==> src/rtl/msix_pkg.sv <==
package msix_pkg;

  typedef enum logic [1:0] {
    SZ_RSV0 = 2'd0,
    SZ_RSV1 = 2'd1,
    SZ_W4   = 2'd2,
    SZ_W8   = 2'd3
  } acc_size_e;

  typedef struct packed {
    logic hit_tbl;
    logic hit_pba;
    logic wide;
  } dec_t;

  // bit0: wired signalling, bit1: message signalling
  localparam logic [1:0] CAP_BOTH = 2'b11;

endpackage

==> src/rtl/msix_regdec.sv <==
module msix_regdec
  import msix_pkg::*;
#(
  parameter int ADDR_W    = 12,
  parameter int TBL_BASE  = 'h300,
  parameter int TBL_BYTES = 80,
  parameter int PBA_BASE  = 'h400,
  parameter int PBA_BYTES = 8,
  parameter int IDX_W     = 5
) (
  input  logic              req_i,
  input  logic [ADDR_W-1:0] addr_i,
  input  logic [1:0]        size_i,
  output dec_t              dec_o,
  output logic [IDX_W-1:0]  idx_o
);

  localparam logic [ADDR_W:0] TBL_END = (ADDR_W+1)'(TBL_BASE + TBL_BYTES);
  localparam logic [ADDR_W:0] PBA_END = (ADDR_W+1)'(PBA_BASE + PBA_BYTES);

  acc_size_e       sz;
  logic            size_ok;
  logic            aligned;
  logic [ADDR_W:0] last_ex;
  logic            in_tbl;
  logic            in_pba;

  always_comb begin
    sz      = acc_size_e'(size_i);
    size_ok = (sz == SZ_W4) || (sz == SZ_W8);
    aligned = (sz == SZ_W8) ? (addr_i[2:0] == 3'd0) : (addr_i[1:0] == 2'd0);
    last_ex = {1'b0, addr_i} + ((sz == SZ_W8) ? (ADDR_W+1)'(8) : (ADDR_W+1)'(4));
    in_tbl  = (addr_i >= ADDR_W'(TBL_BASE)) && (last_ex <= TBL_END);
    in_pba  = (addr_i >= ADDR_W'(PBA_BASE)) && (last_ex <= PBA_END);

    dec_o.wide    = (sz == SZ_W8);
    dec_o.hit_tbl = req_i && size_ok && aligned && in_tbl;
    dec_o.hit_pba = req_i && size_ok && aligned && in_pba;

    if (in_tbl) idx_o = IDX_W'((addr_i - ADDR_W'(TBL_BASE)) >> 2);
    else        idx_o = IDX_W'((addr_i - ADDR_W'(PBA_BASE)) >> 2);
  end

endmodule

==> src/rtl/msix_table.sv <==
module msix_table #(
  parameter int NUM_VEC = 5,
  parameter int IDX_W   = 5,
  parameter int SEL_W   = 3
) (
  input  logic             clk,
  input  logic             rst_n,
  input  logic             wr_en_i,
  input  logic             wide_i,
  input  logic [IDX_W-1:0] idx_i,
  input  logic [63:0]      wdata_i,
  output logic [31:0]      rd_lo_o,
  output logic [31:0]      rd_hi_o,
  input  logic [SEL_W-1:0] ent_sel_i,
  output logic [63:0]      ent_addr_o,
  output logic [31:0]      ent_data_o
);

  localparam int WORDS = NUM_VEC * 4;

  logic [31:0]    mem [WORDS];
  logic [IDX_W:0] idx_p1;

  assign idx_p1 = {1'b0, idx_i} + (IDX_W+1)'(1);

  always_ff @(posedge clk) begin
    for (int w = 0; w < WORDS; w++) begin
      if (!rst_n) begin
        mem[w] <= '0;
      end else if (wr_en_i && (idx_i == IDX_W'(w))) begin
        mem[w] <= wdata_i[31:0];
      end else if (wr_en_i && wide_i && (idx_p1 == (IDX_W+1)'(w))) begin
        mem[w] <= wdata_i[63:32];
      end
    end
  end

  always_comb begin
    rd_lo_o = '0;
    rd_hi_o = '0;
    for (int w = 0; w < WORDS; w++) begin
      if (idx_i == IDX_W'(w))        rd_lo_o = mem[w];
      if (idx_p1 == (IDX_W+1)'(w))   rd_hi_o = mem[w];
    end
  end

  logic [63:0] ent_addr [NUM_VEC];
  logic [31:0] ent_data [NUM_VEC];

  for (genvar e = 0; e < NUM_VEC; e++) begin : g_ent
    assign ent_addr[e] = {mem[4*e+1], mem[4*e]};
    assign ent_data[e] = mem[4*e+2];
  end

  always_comb begin
    ent_addr_o = '0;
    ent_data_o = '0;
    for (int e = 0; e < NUM_VEC; e++) begin
      if (ent_sel_i == SEL_W'(e)) begin
        ent_addr_o = ent_addr[e];
        ent_data_o = ent_data[e];
      end
    end
  end

endmodule

==> src/rtl/msix_sender.sv <==
module msix_sender #(
  parameter int NUM_VEC = 5,
  parameter int SEL_W   = 3
) (
  input  logic               clk,
  input  logic               rst_n,
  input  logic [NUM_VEC-1:0] req_msg_i,
  output logic [SEL_W-1:0]   ent_sel_o,
  input  logic [63:0]        ent_addr_i,
  input  logic [31:0]        ent_data_i,
  output logic               mw_valid_o,
  input  logic               mw_ready_i,
  output logic [63:0]        mw_addr_o,
  output logic [31:0]        mw_data_o,
  output logic [NUM_VEC-1:0] pend_o
);

  logic [NUM_VEC-1:0] pend_q;
  logic [NUM_VEC-1:0] lowest;
  logic [NUM_VEC-1:0] grant;
  logic               slot_free;

  assign lowest    = pend_q & (~pend_q + NUM_VEC'(1));
  assign slot_free = !mw_valid_o || mw_ready_i;
  assign grant     = slot_free ? lowest : '0;
  assign pend_o    = pend_q;

  always_comb begin
    ent_sel_o = '0;
    for (int i = 0; i < NUM_VEC; i++) begin
      if (lowest[i]) ent_sel_o = SEL_W'(i);
    end
  end

  always_ff @(posedge clk) begin
    if (!rst_n) begin
      pend_q     <= '0;
      mw_valid_o <= 1'b0;
      mw_addr_o  <= '0;
      mw_data_o  <= '0;
    end else begin
      pend_q <= (pend_q & ~grant) | req_msg_i;
      if (grant != '0) begin
        mw_valid_o <= 1'b1;
        mw_addr_o  <= ent_addr_i;
        mw_data_o  <= ent_data_i;
      end else if (mw_ready_i) begin
        mw_valid_o <= 1'b0;
      end
    end
  end


  mw_hold_chk: assert property (@(posedge clk) disable iff (!rst_n)
    (mw_valid_o && !mw_ready_i) |=> mw_valid_o);


  mw_stable_chk: assert property (@(posedge clk) disable iff (!rst_n)
    (mw_valid_o && !mw_ready_i) |=> ($stable(mw_addr_o) && $stable(mw_data_o)));


  mw_start_chk: assert property (@(posedge clk) disable iff (!rst_n)
    $rose(mw_valid_o) |-> ($past(pend_q) != '0));

endmodule

==> src/rtl/msix_dispatch.sv <==
module msix_dispatch
  import msix_pkg::*;
#(
  parameter int NUM_VEC  = 5,
  parameter int ADDR_W   = 12,
  parameter int TBL_BASE = 'h300
) (
  input  logic               clk,
  input  logic               rst_n,
  input  logic               reg_req_i,
  input  logic               reg_we_i,
  input  logic [ADDR_W-1:0]  reg_addr_i,
  input  logic [1:0]         reg_size_i,
  input  logic [63:0]        reg_wdata_i,
  output logic [63:0]        reg_rdata_o,
  output logic               reg_err_o,
  input  logic               wsi_mode_i,
  input  logic [NUM_VEC-1:0] irq_req_i,
  output logic [NUM_VEC-1:0] irq_wire_o,
  output logic               mw_valid_o,
  input  logic               mw_ready_i,
  output logic [63:0]        mw_addr_o,
  output logic [31:0]        mw_data_o,
  output logic [1:0]         cap_igs_o
);

  localparam int TBL_BYTES = NUM_VEC * 16;
  localparam int TBL_WORDS = NUM_VEC * 4;
  localparam int PBA_BASE  = TBL_BASE + 256;
  localparam int PBA_BYTES = ((NUM_VEC + 63) / 64) * 8;
  localparam int PBA_WORDS = PBA_BYTES / 4;
  localparam int PBA_BITS  = PBA_BYTES * 8;
  localparam int IDX_W     = $clog2(TBL_WORDS + 1);
  localparam int SEL_W     = (NUM_VEC > 1) ? $clog2(NUM_VEC) : 1;

  dec_t               dec;
  logic [IDX_W-1:0]   idx;
  logic [IDX_W:0]     idx_p1;
  logic               acc_ok;
  logic [31:0]        tbl_lo, tbl_hi;
  logic [31:0]        pba_lo, pba_hi;
  logic [31:0]        sel_lo, sel_hi;
  logic [SEL_W-1:0]   ent_sel;
  logic [63:0]        ent_addr;
  logic [31:0]        ent_data;
  logic [NUM_VEC-1:0] pend;
  logic [NUM_VEC-1:0] req_msg;

  msix_regdec #(
    .ADDR_W(ADDR_W), .TBL_BASE(TBL_BASE), .TBL_BYTES(TBL_BYTES),
    .PBA_BASE(PBA_BASE), .PBA_BYTES(PBA_BYTES), .IDX_W(IDX_W)
  ) u_dec (
    .req_i (reg_req_i),
    .addr_i(reg_addr_i),
    .size_i(reg_size_i),
    .dec_o (dec),
    .idx_o (idx)
  );

  assign acc_ok = dec.hit_tbl || dec.hit_pba;
  assign idx_p1 = {1'b0, idx} + (IDX_W+1)'(1);

  msix_table #(.NUM_VEC(NUM_VEC), .IDX_W(IDX_W), .SEL_W(SEL_W)) u_tbl (
    .clk       (clk),
    .rst_n     (rst_n),
    .wr_en_i   (dec.hit_tbl && reg_we_i),
    .wide_i    (dec.wide),
    .idx_i     (idx),
    .wdata_i   (reg_wdata_i),
    .rd_lo_o   (tbl_lo),
    .rd_hi_o   (tbl_hi),
    .ent_sel_i (ent_sel),
    .ent_addr_o(ent_addr),
    .ent_data_o(ent_data)
  );

  assign req_msg = wsi_mode_i ? '0 : irq_req_i;

  msix_sender #(.NUM_VEC(NUM_VEC), .SEL_W(SEL_W)) u_send (
    .clk       (clk),
    .rst_n     (rst_n),
    .req_msg_i (req_msg),
    .ent_sel_o (ent_sel),
    .ent_addr_i(ent_addr),
    .ent_data_i(ent_data),
    .mw_valid_o(mw_valid_o),
    .mw_ready_i(mw_ready_i),
    .mw_addr_o (mw_addr_o),
    .mw_data_o (mw_data_o),
    .pend_o    (pend)
  );

  // Pending-bit array view: software writes never reach it.
  logic [PBA_BITS-1:0] pba_vec;
  logic [31:0]         pba_word [PBA_WORDS];

  assign pba_vec = PBA_BITS'(pend);

  for (genvar g = 0; g < PBA_WORDS; g++) begin : g_pba
    assign pba_word[g] = pba_vec[32*g +: 32];
  end

  always_comb begin
    pba_lo = '0;
    pba_hi = '0;
    for (int j = 0; j < PBA_WORDS; j++) begin
      if (idx == IDX_W'(j))          pba_lo = pba_word[j];
      if (idx_p1 == (IDX_W+1)'(j))   pba_hi = pba_word[j];
    end
    sel_lo = dec.hit_tbl ? tbl_lo : pba_lo;
    sel_hi = dec.hit_tbl ? tbl_hi : pba_hi;
  end

  always_ff @(posedge clk) begin
    if (!rst_n) begin
      reg_rdata_o <= '0;
      reg_err_o   <= 1'b0;
      irq_wire_o  <= '0;
    end else begin
      reg_rdata_o <= (acc_ok && !reg_we_i) ? {dec.wide ? sel_hi : 32'h0, sel_lo} : 64'h0;
      reg_err_o   <= reg_req_i && !acc_ok;
      irq_wire_o  <= wsi_mode_i ? irq_req_i : '0;
    end
  end

  assign cap_igs_o = CAP_BOTH;


  err_zero_chk: assert property (@(posedge clk) disable iff (!rst_n)
    reg_err_o |-> (reg_rdata_o == '0));


  wire_cause_chk: assert property (@(posedge clk) disable iff (!rst_n)
    (irq_wire_o & ~$past(irq_req_i)) == '0);


  wire_mode_chk: assert property (@(posedge clk) disable iff (!rst_n)
    (irq_wire_o != '0) |-> $past(wsi_mode_i));

endmodule

==> config.mk <==
export PLATFORM = sky130hd
export DESIGN_NAME = msix_dispatch
export DESIGN_NICKNAME = d
export VERILOG_FILES = /design/src/rtl/msix_pkg.sv /design/src/rtl/msix_regdec.sv /design/src/rtl/msix_table.sv /design/src/rtl/msix_sender.sv /design/src/rtl/msix_dispatch.sv
export SDC_FILE = /design/constraint.sdc
export NUM_CORES = 2
export LEC_CHECK = 0
export ABC_AREA = 1
export BUFFER_PORTS_ARGS = -buffer_cell sky130_fd_sc_hd__buf_2
export CAP_MARGIN = 20
export CORE_UTILIZATION = 35
export CTS_CLUSTER_DIAMETER = 120
export DETAILED_ROUTE_END_ITERATION = 10
export GPL_ROUTABILITY_DRIVEN = 0
export PLACE_DENSITY = 0.62
export SKIP_LAST_GASP = 1
export SLEW_MARGIN = 20
export SYNTH_ARGS = -nofsm -noshare
export SYNTH_HDL_FRONTEND = slang
export SYNTH_SLANG_ARGS = --single-unit
==> constraint.sdc <==
create_clock -name clk -period 5.86 [get_ports clk]
set_clock_uncertainty 0.15 [all_clocks]
set_input_delay 0.586 -clock clk [delete_from_list [all_inputs] [get_ports clk]]
set_output_delay 0.586 -clock clk [all_outputs]
set_load 0.05 [all_outputs]
==> metrics.md <==
| Metric | Value |
|---|---|
| Hold Path Class | `input port to register` |
| Slowest CP cell | `o21ai_4` |
| Hold_ws | `between 0.01 and 0.015 ns` |
| Cells after synthesis | `5211` |
| Kind of critical path | `input port to register` |
| Yosys top cell by area | `edfxtp_1` |
| DP HPWL | `134000 um` |
| Post-Route M1 WL | `between 60000 and 70000 um` |
| Slew Limit Fails | `0` |
| Final hold violations | `0` |
| Final period utilization | `76.3%` |
| Worst Setup Start Kind | `input port` |
| Wire length on met2 | `slightly above 80000 um` |
| Top post-synthesis cells by area | `edfxtp_1 (45%), nand2_1 (10%), dfxtp_1 (8.1%)` |
| Slew at the pin with the worst max-slew slack | `1.19 ns` |
| Number of flops mapped to enable cells by yosys | `640` |
| Largest net degree at the start of global routing | `139` |
| Slowest stage delay, CP | `0.93 ns` |
| Post-DP Area | `45700 um2` |
| Final ANT Viol Nets | `0` |
| GRT overflow | `0` |
| Worst path arrival time | `4.68 ns` |
| WL final | `roughly 190000 um` |
| Internal power | `roughly 10 mW` |
| Yosys top cell area share | `between 40% and 50%` |
| Peak supply drop | `0.000270 V` |
| Final non-filler cell area | `48600 um2` |
| Most frequent cell after synthesis | `nand2_1` |
| Slew Limit Headroom | `20.8%` |
| Max-Cap Viols | `0` |
| FF+latch count, synth | `812` |
| # IOs | `258` |
| Status | `finished clean` |
| CTS tree | `yes` |
| Routed vias | `roughly 43000` |
| Sequential share of the synthesized area | `53.1%` |
| Fraction of final layout cells sized beyond drive strength 1 | `11.5%` |
| CTS resizes | `0` |
| Clock Power Share | `39.0%` |
| Fmax | `0.224 GHz` |
| RSZ-0062 raised after global routing | `false` |
| Fin nets | `5392` |
| Setup tns final | `0 ns` |
| Post-CTS setup buffers | `0` |
| Worst-path clk slew | `roughly 0.060 ns` |
| Power Total | `14.7 mW` |
| Final Util | `40.4%` |
| Drt wl/cell | `approximately 27 um` |
| CP required | `about 6.1 ns` |
| Setup crit end kind | `register` |
| Drc violations | `0` |
| Cell leakage power | `~19 nW` |
| Tot GR Track Use | `29.8%` |
| Worst Path Max Fanout | `26` |
| Post-Syn Area per Cell | `~8.2 um2` |
| Core Region | `120000 um2` |
| DIE AREA | `about 120000 um2` |
| Synth Flop Type | `edfxtp_1` |
| # rows | `127` |
| Drt via density | `6.09` |
| Final setup fails | `0` |
| Die Wd | `351 um` |
| Initial antenna violation count | `9` |
| TritonCTS Sinks | `~800` |
| Sequential Power Share | `46.8%` |
| First-pass GRT wire length | `267000 um` |
| Worst-skew pair later-pin latency | `0.68 ns` |
| H-tree Lvls | `3` |
| NetSw | `4.46 mW` |
| Synth Warn # | `0` |
| Fraction of registers with async set/reset | `0%` |
| Port bufs | `~260` |
| First-pass DRT Iterations | `10` |
| Chip Height | `351 um` |
| Crit path top cell by count | `nor2_4` |
| Area Overhead vs Synth | `14.0%` |
| Met3 WL | `26500 um` |
| Clock Tree Buf Depth | `3` |
| WP buf/inv | `5` |
| Synth cell count leaders | `nand2_1 (1140), nor2_1 (733), edfxtp_1 (640)` |
| Switching portion of total power | `30.4%` |
| Starting density of the core | `a little over a third` |
| CTS root buf | `clkbuf_16` |
| Starting DRT DRC Count | `7167` |
| Critical Path, Cell by Cell | `buf_2 -> nand2_1 -> inv_1 -> ha_1 -> a21oi_1 -> nor2_4 -> nand2_2 -> nor2_4 -> nand3_1 -> xor2_1 -> nor2_1 -> nand2_1 -> inv_2 -> nand3_2 -> nor2_4 -> inv_2 -> o21ai_4 -> buf_4` |
| P per Cell Area | `302 nW/um2` |
| Netlist cell types | `48` |
| Inserted Clock Buffers | `84` |
| Synthesized area | `42700 um2` |
| Top Layer Used | `met5` |
| Top delay family on crit path | `simple AND/OR/NAND/NOR gates` |
| Hold_buf cts | `1` |
| Vias in the first global route | `39800` |
| Comb pwr share | `14.2%` |
| Post-route minimum period | `4.47 ns` |
==> state kept, by name, summed over array words and instances (netlist names) <==
| name | cells |
|---|---|
| irq_wire_o | 5 |
| reg_err_o | 1 |
| reg_rdata_o | 64 |
| u_send.mw_addr_o | 64 |
| u_send.mw_data_o | 32 |
| u_send.mw_valid_o | 1 |
| u_send.pend_o | 5 |
| u_tbl.mem | 640 |
==> cell usage in the layout (no fill, tap or decap), types with 17 or more instances in the layout <==
master and count:
nor3_1 20, buf_2 254, nand4_1 190, clkinv_1 53
o22ai_1 380, a41oi_1 64, inv_1 463, dfxtp_1 171
nand3_1 217, nand2_1 1140, clkbuf_16 89, o21ai_0 291
o21ai_1 25, nor2_1 720, buf_4 130, a221oi_1 17
or2_2 37, clkbuf_1 20, a21oi_1 280, edfxtp_1 640
==> logic make-up after synthesis <==
| family | Yosys count | share of synthesized area [%] |
|---|---|---|
| AOI/OAI and AO/OA | 1115 | 15.2 |
| buffers and inverters | 910 | 8.20 |
| and+or+nand+nor | 2363 | 23.2 |
| DFF | 812 | 53.1 |
| other | 1 | 0.00879 |
| adders and majority gates | 4 | 0.135 |
| xor gates and xnor gates | 6 | 0.123 |
==> cell type report <==
cell class	count	area, um2
fillers	12100	71800
flip-flops and latches	812	22700
multi-input cells	3490	16700
repair buffers	393	2440
clock buffers	116	2400
well taps	1612	2020
inverters	518	1950
clock inverters	41	457
diodes	4	10.0
==> worst min-delay path, delay by kind of cell <==
kind                   cells  cell delay [ns]
buffers and inverters      2             0.15
and+or+nand+nor            1             0.03
==> power by group through the flow <==
stage,combinational [mW],sequential [mW],clock [mW]
after floorplan,0.861,7.18,0
after global placement,1.99,6.96,0
after detailed placement,2.00,6.96,0
after CTS,2.00,6.84,5.70
after global routing,2.15,6.88,5.90
final,2.08,6.87,5.72
==> metal layers <==
metal | GRT usage [%] | vias to the layer above
met5 | 0 | -
met4 | 19.0 | 10
met3 | 8.09 | 730
met2 | 45.4 | 3560
met1 | 37.2 | 20200
li1 | - | 18100
==> through the flow <==
step,instances,worst slack [ns]
floorplan,5212,0.0912
global placement,6821,0.877
detailed placement,6821,0.852
CTS,6979,1.51
global route,6982,1.29
finish,6986,1.39
==> worst paths after layout <==
| check | startpoint | slack [ns] | endpoint | cells after the start |
|---|---|---|---|---|
| worst max-delay path | reg_size_i[1] | 1.39 | u_tbl.mem[2][2] | 18 |
| worst min-delay path | irq_req_i[1] | 0.01 | irq_wire_o[1] | 3 |
| worst max register to register | u_send.pend_o[1] | 1.49 | u_send.mw_addr_o[56] | 7 |
| worst min register to register | u_send.mw_data_o[30] | 0.39 | u_send.mw_data_o[30] | 2 |
Power figures use the tool's default switching activity.
